==> src/rtl/atm_flt_pkg.sv <==
package atm_flt_pkg;

  localparam int CELL_BYTES = 53;
  localparam int HDR_BYTES  = 5;
  localparam int KEY_W      = 24;
  localparam int CFG_DW     = KEY_W + 1;

  typedef enum logic [1:0] {
    RT_PEND = 2'd0,
    RT_MAC  = 2'd1,
    RT_APP  = 2'd2,
    RT_DROP = 2'd3
  } route_e;

  typedef struct packed {
    logic       sop;
    logic       cid;
    logic [7:0] data;
  } ent_t;

endpackage

==> src/rtl/atm_cell_tracker.sv <==
module atm_cell_tracker
  import atm_flt_pkg::*;
#(
  parameter int ADDR_W = 16
) (
  input  logic              clk,
  input  logic              rst_n,
  input  logic              in_valid,
  input  logic              in_sop,
  input  logic              in_ok,
  input  logic [7:0]        in_data,
  output logic              acc,
  output logic              cid,
  output logic              decide,
  output logic [KEY_W-1:0]  key,
  output logic [ADDR_W-1:0] dst
);

  localparam int HOLD  = HDR_BYTES + ADDR_W / 8;
  localparam int IDX_W = $clog2(CELL_BYTES);
  localparam int DQ_W  = ADDR_W - 8;
  localparam logic [IDX_W-1:0] I1       = IDX_W'(1);
  localparam logic [IDX_W-1:0] I2       = IDX_W'(2);
  localparam logic [IDX_W-1:0] I3       = IDX_W'(3);
  localparam logic [IDX_W-1:0] DST_LO   = IDX_W'(HDR_BYTES);
  localparam logic [IDX_W-1:0] DEC_IDX  = IDX_W'(HOLD - 1);
  localparam logic [IDX_W-1:0] LAST_IDX = IDX_W'(CELL_BYTES - 1);

  logic             live_q, live_d;
  logic             cid_q, cid_d;
  logic [IDX_W-1:0] idx_q, idx_d, cur_idx;
  logic [KEY_W-1:0] key_q, key_d;
  logic [DQ_W-1:0]  dst_q, dst_d;

  always_comb begin
    cur_idx = in_sop ? '0 : idx_q;
    acc     = in_valid && (in_sop ? in_ok : live_q);
    cid     = in_sop ? ~cid_q : cid_q;
    decide  = acc && (cur_idx == DEC_IDX);
    key     = key_q;
    dst     = {dst_q, in_data};
  end

  always_comb begin
    live_d = live_q;
    cid_d  = cid_q;
    idx_d  = idx_q;
    key_d  = key_q;
    dst_d  = dst_q;
    if (in_valid && in_sop && !in_ok) begin
      live_d = 1'b0;
    end
    if (acc) begin
      idx_d  = cur_idx + I1;
      cid_d  = cid;
      live_d = (cur_idx != LAST_IDX);
      if (cur_idx == '0) key_d[23:20] = in_data[3:0];
      if (cur_idx == I1) key_d[19:12] = in_data;
      if (cur_idx == I2) key_d[11:4]  = in_data;
      if (cur_idx == I3) key_d[3:0]   = in_data[7:4];
      if (cur_idx >= DST_LO && cur_idx < DEC_IDX) begin
        dst_d = DQ_W'({dst_q, in_data});
      end
    end
  end

  always_ff @(posedge clk or negedge rst_n) begin
    if (!rst_n) begin
      live_q <= 1'b0;
      cid_q  <= 1'b0;
      idx_q  <= '0;
      key_q  <= '0;
      dst_q  <= '0;
    end else begin
      live_q <= live_d;
      cid_q  <= cid_d;
      idx_q  <= idx_d;
      key_q  <= key_d;
      dst_q  <= dst_d;
    end
  end

  // an open cell always sits strictly inside its 53-byte window
  a_r1_live_window: assert property (@(posedge clk) disable iff (!rst_n)
    live_q |-> (idx_q != '0 && idx_q <= LAST_IDX));

endmodule

==> src/rtl/atm_match_table.sv <==
module atm_match_table
  import atm_flt_pkg::*;
#(
  parameter int N_APP  = 4,
  parameter int ADDR_W = 16,
  parameter int CFG_AW = 3
) (
  input  logic              clk,
  input  logic              rst_n,
  input  logic              cfg_we,
  input  logic [CFG_AW-1:0] cfg_addr,
  input  logic [CFG_DW-1:0] cfg_wdata,
  input  logic [KEY_W-1:0]  key,
  input  logic [ADDR_W-1:0] dst,
  output route_e            route
);

  localparam int N_ENT = N_APP + 1;
  localparam int EN_B  = KEY_W;

  logic [CFG_DW-1:0] ent_q [N_ENT];
  logic [CFG_DW-1:0] ent_d [N_ENT];
  logic [ADDR_W-1:0] sta_q, sta_d;
  logic [N_APP-1:0]  app_en, app_hit;
  logic              mac_ch;

  for (genvar i = 0; i < N_ENT; i++) begin : g_ent
    always_comb begin
      ent_d[i] = ent_q[i];
      if (cfg_we && cfg_addr == CFG_AW'(i)) ent_d[i] = cfg_wdata;
    end
    always_ff @(posedge clk or negedge rst_n) begin
      if (!rst_n) ent_q[i] <= '0;
      else        ent_q[i] <= ent_d[i];
    end
  end

  always_comb begin
    sta_d = sta_q;
    if (cfg_we && cfg_addr == CFG_AW'(N_ENT)) sta_d = cfg_wdata[ADDR_W-1:0];
  end

  always_ff @(posedge clk or negedge rst_n) begin
    if (!rst_n) sta_q <= '0;
    else        sta_q <= sta_d;
  end

  for (genvar i = 0; i < N_APP; i++) begin : g_hit
    assign app_en[i]  = ent_q[i][EN_B];
    assign app_hit[i] = app_en[i] && (ent_q[i][KEY_W-1:0] == key);
  end

  always_comb begin
    mac_ch = ent_q[N_APP][EN_B] && (ent_q[N_APP][KEY_W-1:0] == key);
    if (mac_ch)        route = (dst == sta_q) ? RT_MAC : RT_DROP;
    else if (|app_hit) route = RT_APP;
    else               route = RT_DROP;
  end

  // the application route needs at least one enabled entry
  a_r7_app_needs_enable: assert property (@(posedge clk) disable iff (!rst_n)
    (route == RT_APP) |-> (|app_en));

endmodule

==> src/rtl/atm_replay_buf.sv <==
module atm_replay_buf
  import atm_flt_pkg::*;
#(
  parameter int DEPTH = 16
) (
  input  logic       clk,
  input  logic       rst_n,
  input  logic       push,
  input  ent_t       push_ent,
  input  logic       set_pend,
  input  logic       pend_cid,
  input  logic       set_route,
  input  logic       route_cid,
  input  route_e     route_val,
  output logic       mac_wr_en,
  output logic       app_wr_en,
  output logic       wr_sop,
  output logic [7:0] wr_data
);

  localparam int PTR_W = $clog2(DEPTH);
  localparam int CNT_W = $clog2(DEPTH + 1);

  ent_t             mem_q [DEPTH];
  logic [PTR_W-1:0] wr_ptr_q, wr_ptr_d, rd_ptr_q, rd_ptr_d;
  logic [CNT_W-1:0] count_q, count_d;
  route_e           route_q [2];
  route_e           route_d [2];
  ent_t             head;
  route_e           head_rt;
  logic             pop;

  always_comb begin
    head      = mem_q[rd_ptr_q];
    head_rt   = route_q[head.cid];
    pop       = (count_q != '0) && (head_rt != RT_PEND);
    mac_wr_en = pop && (head_rt == RT_MAC);
    app_wr_en = pop && (head_rt == RT_APP);
    wr_sop    = head.sop;
    wr_data   = head.data;
  end

  always_comb begin
    wr_ptr_d = wr_ptr_q;
    rd_ptr_d = rd_ptr_q;
    count_d  = count_q;
    if (push) wr_ptr_d = wr_ptr_q + PTR_W'(1);
    if (pop)  rd_ptr_d = rd_ptr_q + PTR_W'(1);
    if (push && !pop)      count_d = count_q + CNT_W'(1);
    else if (!push && pop) count_d = count_q - CNT_W'(1);
    route_d = route_q;
    if (set_pend)  route_d[pend_cid]  = RT_PEND;
    if (set_route) route_d[route_cid] = route_val;
  end

  always_ff @(posedge clk) begin
    if (push) mem_q[wr_ptr_q] <= push_ent;
  end

  always_ff @(posedge clk or negedge rst_n) begin
    if (!rst_n) begin
      wr_ptr_q   <= '0;
      rd_ptr_q   <= '0;
      count_q    <= '0;
      route_q[0] <= RT_DROP;
      route_q[1] <= RT_DROP;
    end else begin
      wr_ptr_q   <= wr_ptr_d;
      rd_ptr_q   <= rd_ptr_d;
      count_q    <= count_d;
      route_q[0] <= route_d[0];
      route_q[1] <= route_d[1];
    end
  end

  // back-to-back cells and gaps never push into a full buffer
  a_r10_buf_room: assert property (@(posedge clk) disable iff (!rst_n)
    push |-> ((count_q != CNT_W'(DEPTH)) || pop));

endmodule

==> src/rtl/atm_cell_filter.sv <==
module atm_cell_filter
  import atm_flt_pkg::*;
#(
  parameter int N_APP     = 4,
  parameter int ADDR_W    = 16,
  parameter int CNT_W     = 8,
  parameter int BUF_DEPTH = 16
) (
  input  logic                         clk,
  input  logic                         rst_n,
  input  logic                         in_valid,
  input  logic                         in_sop,
  input  logic                         in_ok,
  input  logic [7:0]                   in_data,
  input  logic                         cfg_we,
  input  logic [$clog2(N_APP+2)-1:0]   cfg_addr,
  input  logic [24:0]                  cfg_wdata,
  input  logic                         mac_full,
  output logic                         mac_wr_en,
  output logic                         mac_wr_sop,
  output logic [7:0]                   mac_wr_data,
  output logic [CNT_W-1:0]             mac_ovf_cnt,
  input  logic                         app_full,
  output logic                         app_wr_en,
  output logic                         app_wr_sop,
  output logic [7:0]                   app_wr_data,
  output logic [CNT_W-1:0]             app_ovf_cnt
);

  localparam int CFG_AW = $clog2(N_APP + 2);
  localparam int SEEN_W = $clog2(CELL_BYTES + 1);

  logic              acc, cid, decide;
  logic [KEY_W-1:0]  key;
  logic [ADDR_W-1:0] dst;
  route_e            raw_rt, final_rt;
  logic [1:0]        inc, full_v, wr_en_v;
  logic [CNT_W-1:0]  ovf_q [2];
  logic [CNT_W-1:0]  ovf_d [2];
  logic              wr_sop;
  logic [7:0]        wr_data;
  ent_t              push_ent;

  atm_cell_tracker #(.ADDR_W(ADDR_W)) u_track (
    .clk(clk), .rst_n(rst_n), .in_valid(in_valid), .in_sop(in_sop),
    .in_ok(in_ok), .in_data(in_data), .acc(acc), .cid(cid),
    .decide(decide), .key(key), .dst(dst)
  );

  atm_match_table #(.N_APP(N_APP), .ADDR_W(ADDR_W), .CFG_AW(CFG_AW)) u_table (
    .clk(clk), .rst_n(rst_n), .cfg_we(cfg_we), .cfg_addr(cfg_addr),
    .cfg_wdata(cfg_wdata), .key(key), .dst(dst), .route(raw_rt)
  );

  always_comb begin
    full_v   = {app_full, mac_full};
    inc[0]   = decide && (raw_rt == RT_MAC) && full_v[0];
    inc[1]   = decide && (raw_rt == RT_APP) && full_v[1];
    final_rt = (inc[0] || inc[1]) ? RT_DROP : raw_rt;
    push_ent = '{sop: in_sop, cid: cid, data: in_data};
  end

  atm_replay_buf #(.DEPTH(BUF_DEPTH)) u_buf (
    .clk(clk), .rst_n(rst_n), .push(acc), .push_ent(push_ent),
    .set_pend(acc && in_sop), .pend_cid(cid),
    .set_route(decide), .route_cid(cid), .route_val(final_rt),
    .mac_wr_en(mac_wr_en), .app_wr_en(app_wr_en),
    .wr_sop(wr_sop), .wr_data(wr_data)
  );

  for (genvar q = 0; q < 2; q++) begin : g_ovf
    always_comb begin
      ovf_d[q] = ovf_q[q];
      if (inc[q] && ovf_q[q] != '1) ovf_d[q] = ovf_q[q] + CNT_W'(1);
    end
    always_ff @(posedge clk or negedge rst_n) begin
      if (!rst_n) ovf_q[q] <= '0;
      else        ovf_q[q] <= ovf_d[q];
    end

    // an overflow counter only ever steps up by exactly one
    a_r9_ovf_step: assert property (@(posedge clk) disable iff (!rst_n)
      (ovf_q[q] != $past(ovf_q[q])) |-> (ovf_q[q] == $past(ovf_q[q]) + CNT_W'(1)));
  end

  assign mac_ovf_cnt = ovf_q[0];
  assign app_ovf_cnt = ovf_q[1];
  assign mac_wr_sop  = wr_sop;
  assign mac_wr_data = wr_data;
  assign app_wr_sop  = wr_sop;
  assign app_wr_data = wr_data;
  assign wr_en_v     = {app_wr_en, mac_wr_en};

  // an unmatched cell leaves both counters alone
  a_r8_nomatch_quiet: assert property (@(posedge clk) disable iff (!rst_n)
    (decide && raw_rt == RT_DROP) |=> ($stable(ovf_q[0]) && $stable(ovf_q[1])));

  // R4 (MAC port) and R6 (application port): cells leave whole, 53 bytes each
  logic [SEEN_W-1:0] seen_q [2];
  logic [SEEN_W-1:0] seen_d [2];
  for (genvar p = 0; p < 2; p++) begin : g_seen
    always_comb begin
      seen_d[p] = seen_q[p];
      if (wr_en_v[p]) seen_d[p] = wr_sop ? SEEN_W'(1) : seen_q[p] + SEEN_W'(1);
    end
    always_ff @(posedge clk or negedge rst_n) begin
      if (!rst_n) seen_q[p] <= '0;
      else        seen_q[p] <= seen_d[p];
    end

    a_r4_cell_start: assert property (@(posedge clk) disable iff (!rst_n)
      (wr_en_v[p] && wr_sop) |->
        (seen_q[p] == '0 || seen_q[p] == SEEN_W'(CELL_BYTES)));

    a_r4_cell_body: assert property (@(posedge clk) disable iff (!rst_n)
      (wr_en_v[p] && !wr_sop) |->
        (seen_q[p] != '0 && seen_q[p] < SEEN_W'(CELL_BYTES)));
  end

endmodule

==> config.mk <==
export PLATFORM = sky130hd
export DESIGN_NAME = atm_cell_filter
export DESIGN_NICKNAME = d
export VERILOG_FILES = /design/src/rtl/atm_flt_pkg.sv /design/src/rtl/atm_cell_tracker.sv /design/src/rtl/atm_match_table.sv /design/src/rtl/atm_replay_buf.sv /design/src/rtl/atm_cell_filter.sv
export SDC_FILE = /design/constraint.sdc
export NUM_CORES = 1
export LEC_CHECK = 0
export BUFFER_PORTS_ARGS = -buffer_cell sky130_fd_sc_hd__buf_2
export CORE_ASPECT_RATIO = 2
export CORE_UTILIZATION = 40
export DETAILED_ROUTE_END_ITERATION = 16
export PLACE_DENSITY_LB_ADDON = 0.05
export SLEW_MARGIN = 5
export SYNTH_ARGS = -nofsm -noshare
export SYNTH_HDL_FRONTEND = slang
export SYNTH_HIERARCHICAL = 1
export SYNTH_SLANG_ARGS = --single-unit
export TNS_END_PERCENT = 20
==> constraint.sdc <==
create_clock -name clk -period 4.6 [get_ports clk]
set_input_delay 0.69 -clock clk [delete_from_list [all_inputs] [get_ports clk]]
set_output_delay 0.69 -clock clk [all_outputs]
set_load 0.01 [all_outputs]
==> impl_metrics.tcl <==
set metrics [dict create \
    status "finished clean" \
    r2r_end "u_buf/count_q[4]" \
    post-route-period-util 0.811 \
    crit_path_end_kind "flop" \
    ys_warn_count 6 \
    start_util 0.408 \
    yosys_most_used_dff "dfrtp_1" \
    vias_per_cell 5.27 \
    worst_slack_ns 0.871 \
    numCtsBuffers 37 \
    die_h_um 292 \
    synth_cells 1088 \
    maxSlewViolCount 0 \
    wl_per_cell_um 25.0 \
    multi_input_area_um2 6180 \
    tightest_slew_ns 1.02 \
    path_class "reg -> reg" \
    p_clk_frac 0.307 \
    rsz0062_at_grt "false" \
    regArea_um2 10200 \
    yosys_register_bits 374 \
    vias 9118 \
    switching_share 0.304 \
    grt_pass1_wl_um 64600 \
    antenna_found_initial 0 \
    cts_hold_buf 0 \
    wl_met3_um 1020 \
    grt_pass1_vias 9846 \
    rows 105 \
    power_w 0.00944 \
    netlist-cell-type-count 61 \
    reg2reg_depth 13 \
    cts_sinks 374 \
    leakagePower_nw 7.28 \
    cp_data_arrival_time_ns 4.18 \
    grt_usage 0.209 \
    grt_max_degree 108 \
    stdcell_count 1730 \
    seq_power_share 0.479 \
    relSlewSlack 0.316 \
    die_area_um2 42900 \
    finalCriticalPeriod_ns 3.73 \
    ys_async_sr_fraction 0.572 \
    root_buffer "clkbuf_16" \
    syn_nets 1148 \
    ir_drop_uv 304 \
    pre_cts_ws_ns 0.831 \
    core-area_um2 41300 \
    port_buffers 79 \
    drive_gt1_frac 0.348 \
    regToRegSetupSlack_ns 0.87 \
    clock_skew_ns 0.0223 \
    pwr-share-comb 0.213 \
    cts_tree "done" \
    yosysSeqAreaShare 0.604 \
    path_clk_slew_ns 0.06 \
    postCtsSetupRepairBufs 0 \
    htreeDepth 2 \
    postCtsResizedCells 0 \
    drv_cap 0 \
    max_freq_ghz 0.268 \
    hold_class "in -> async" \
    top_layer_used "met4" \
    dp_hpwl_um 30600 \
    grt-ovfl-total 0 \
    die_x_um 147 \
    wl_met1_um 15300 \
    p_int_w 0.00657 \
    max_stage_delay_ns 0.76 \
    clk_path_buf_depth 3 \
    synth.avg_cell_area_um2 15.5 \
    worstSkewPairLatency_ns 0.54 \
    finalSetupTns_ns 0 \
    dr_wl_met2_um 24600 \
    crit_slowest_cell "dfrtp_2" \
    power_switching_w 0.00287 \
    start_kind "flop" \
    cp_max_fo 22 \
    n_antenna_cell 0 \
    drtAntennaViolNets 0 \
    holdWs_ns 0.240 \
    hold_viol 0 \
    place_inst 1662 \
    drt-pass1-iter-count 6 \
    synth_edf_count 160 \
    cp_cell_sequence "mux4_2 > mux2i_4 > mux2i_4 > mux2i_2 > inv_1 > ha_1 > inv_1 > ha_1 > nor2b_1 > o21a_1 > or3_1 > a21oi_1 > xor2_1" \
    power_density_nw_per_um2 500 \
    gp_congestion 0.788 \
    drcViolationCount 0 \
    synthesis.area_um2 16800 \
    area_growth_pct 12.3 \
    r2r_start "u_buf/rd_ptr_q[1]" \
    drt_wl_total_um 43200 \
    setup_viol 0 \
    fillers 3766 \
    io_pins 80 \
    fin_nets 1226 \
    dr.first_iter.drc_count 407 \
    cp.required_ns 5.05 \
]
[kinds of logic after synthesis]
group / synth area share
compound gates: 0.0193
flops: 0.604
mux: 0.194
simple gates: 0.0581
buf+inv: 0.0293
fa+ha+maj: 0.0124
xor+xnor: 0.0820
[power groups by stage]
stage / clock network (W) / logic [W] / registers (W)
6_report: 0.00290 / 0.00201 / 0.00453
5_1_grt: 0.00310 / 0.00217 / 0.00460
4_1_cts: 0.00299 / 0.00206 / 0.00454
3_5_place_dp: 0 / 0.00205 / 0.00460
3_3_place_gp: 0 / 0.00203 / 0.00459
2_1_floorplan: 0 / 0.00163 / 0.00427
[cells in the mapped netlist, types with 6 or more instances]
master,n,area [um^2]
nor2_1,25,93.8
inv_1,14,52.6
edfxtp_1,160,4800
buf_2,25,125
ha_1,15,188
xor2_1,78,683
nor4_1,18,113
buf_4,19,143
buf_6,8,90.1
mux2_2,173,1950
nand2_1,35,131
nand4_1,21,131
xnor2_1,72,631
nand3_1,12,60.1
a21oi_1,11,55.1
mux4_2,49,1100
mux2_1,6,67.6
clkbuf_1,22,82.6
dfrtp_1,210,5260
nand2b_1,9,56.3
o21ai_0,12,60.1
nor3_1,8,40.0
[metal layers]
metal | vias to the layer above | GRT usage
met5 | - | 0
met4 | 0 | 0.110
met3 | 80 | 0.0223
met2 | 161 | 0.403
met1 | 4746 | 0.217
li1 | 4131 | -
[worst max-delay path: cells and delay by family, from the launching register on]
| family | cells | cell delay (ns) |
|---|---|---|
| AOI/OAI and AO/OA | 2 | 0.34 |
| xor gates and xnor gates | 1 | 0.15 |
| and+or+nand+nor | 2 | 0.43 |
| adders and majority gates | 2 | 0.49 |
| DFF | 1 | 0.76 |
| buffers and inverters | 2 | 0.21 |
| muxes | 4 | 1.26 |
[state kept, by name, summed over array words and instances (netlist names)]
register / count
u_buf/route_q: 4
u_track/idx_q: 6
u_buf/rd_ptr_q: 4
u_track/dst_q: 8
u_buf/count_q: 5
app_ovf_cnt: 8
u_buf/wr_ptr_q: 4
u_track/cid_q: 1
u_buf/mem_q: 160
u_track/live_q: 1
u_table/ent_q: 121
u_table/sta_q: 16
mac_ovf_cnt: 8
u_table/app_en: 4
u_track/key: 24
[layout by cell type, fill, tap and decap left out, types with 4 or more instances in the layout]
cell	count
buf_2	78
mux2_2	173
ha_1	15
nor3_1	8
o21ai_0	12
inv_1	14
buf_4	33
nor4_1	18
dfstp_2	4
nand3_1	12
clkbuf_1	16
and3_1	4
mux2_1	6
a21oi_1	11
edfxtp_1	160
dfrtp_1	208
nand3_2	4
nor2_1	23
clkbuf_16	39
clkinv_1	5
xnor2_2	4
or4_1	5
nand2_1	35
nand4_1	21
mux4_2	49
nand2b_1	9
xnor2_1	72
mux2_4	4
nor2b_1	5
xor2_1	78
[how the worst max path moves through the flow]
stage                            from               end  slack [ns]  depth (start not counted)
floorplan           u_buf/rd_ptr_q[1]  u_buf/count_q[4]        1.45                         14
global placement    u_buf/rd_ptr_q[1]  u_buf/count_q[4]        0.88                         13
detailed placement  u_buf/rd_ptr_q[1]  u_buf/count_q[4]        0.83                         13
CTS                 u_buf/rd_ptr_q[1]         app_wr_en        0.77                          6
global route        u_buf/rd_ptr_q[1]  u_buf/count_q[4]        0.68                         13
finish              u_buf/rd_ptr_q[1]  u_buf/count_q[4]        0.87                         13
[layout make-up]
type                            instances  area share
Sequential cell                       374       0.539
Multi-Input combinational cell        626       0.327
Tap cell                              535      0.0355
Timing Repair Buffer                  113      0.0357
Inverter                               14     0.00278
Clock buffer                           58      0.0571
Clock inverter                         10     0.00325
[stage by stage]
stage / utilization / area, um^2
2_1_floorplan: - / 16800
3_3_place_gp: 0.430 / 17700
3_5_place_dp: 0.430 / 17700
4_1_cts: 0.458 / 18900
5_1_grt: 0.458 / 18900
6_report: 0.458 / 18900
(Power assumes the default switching activity.)
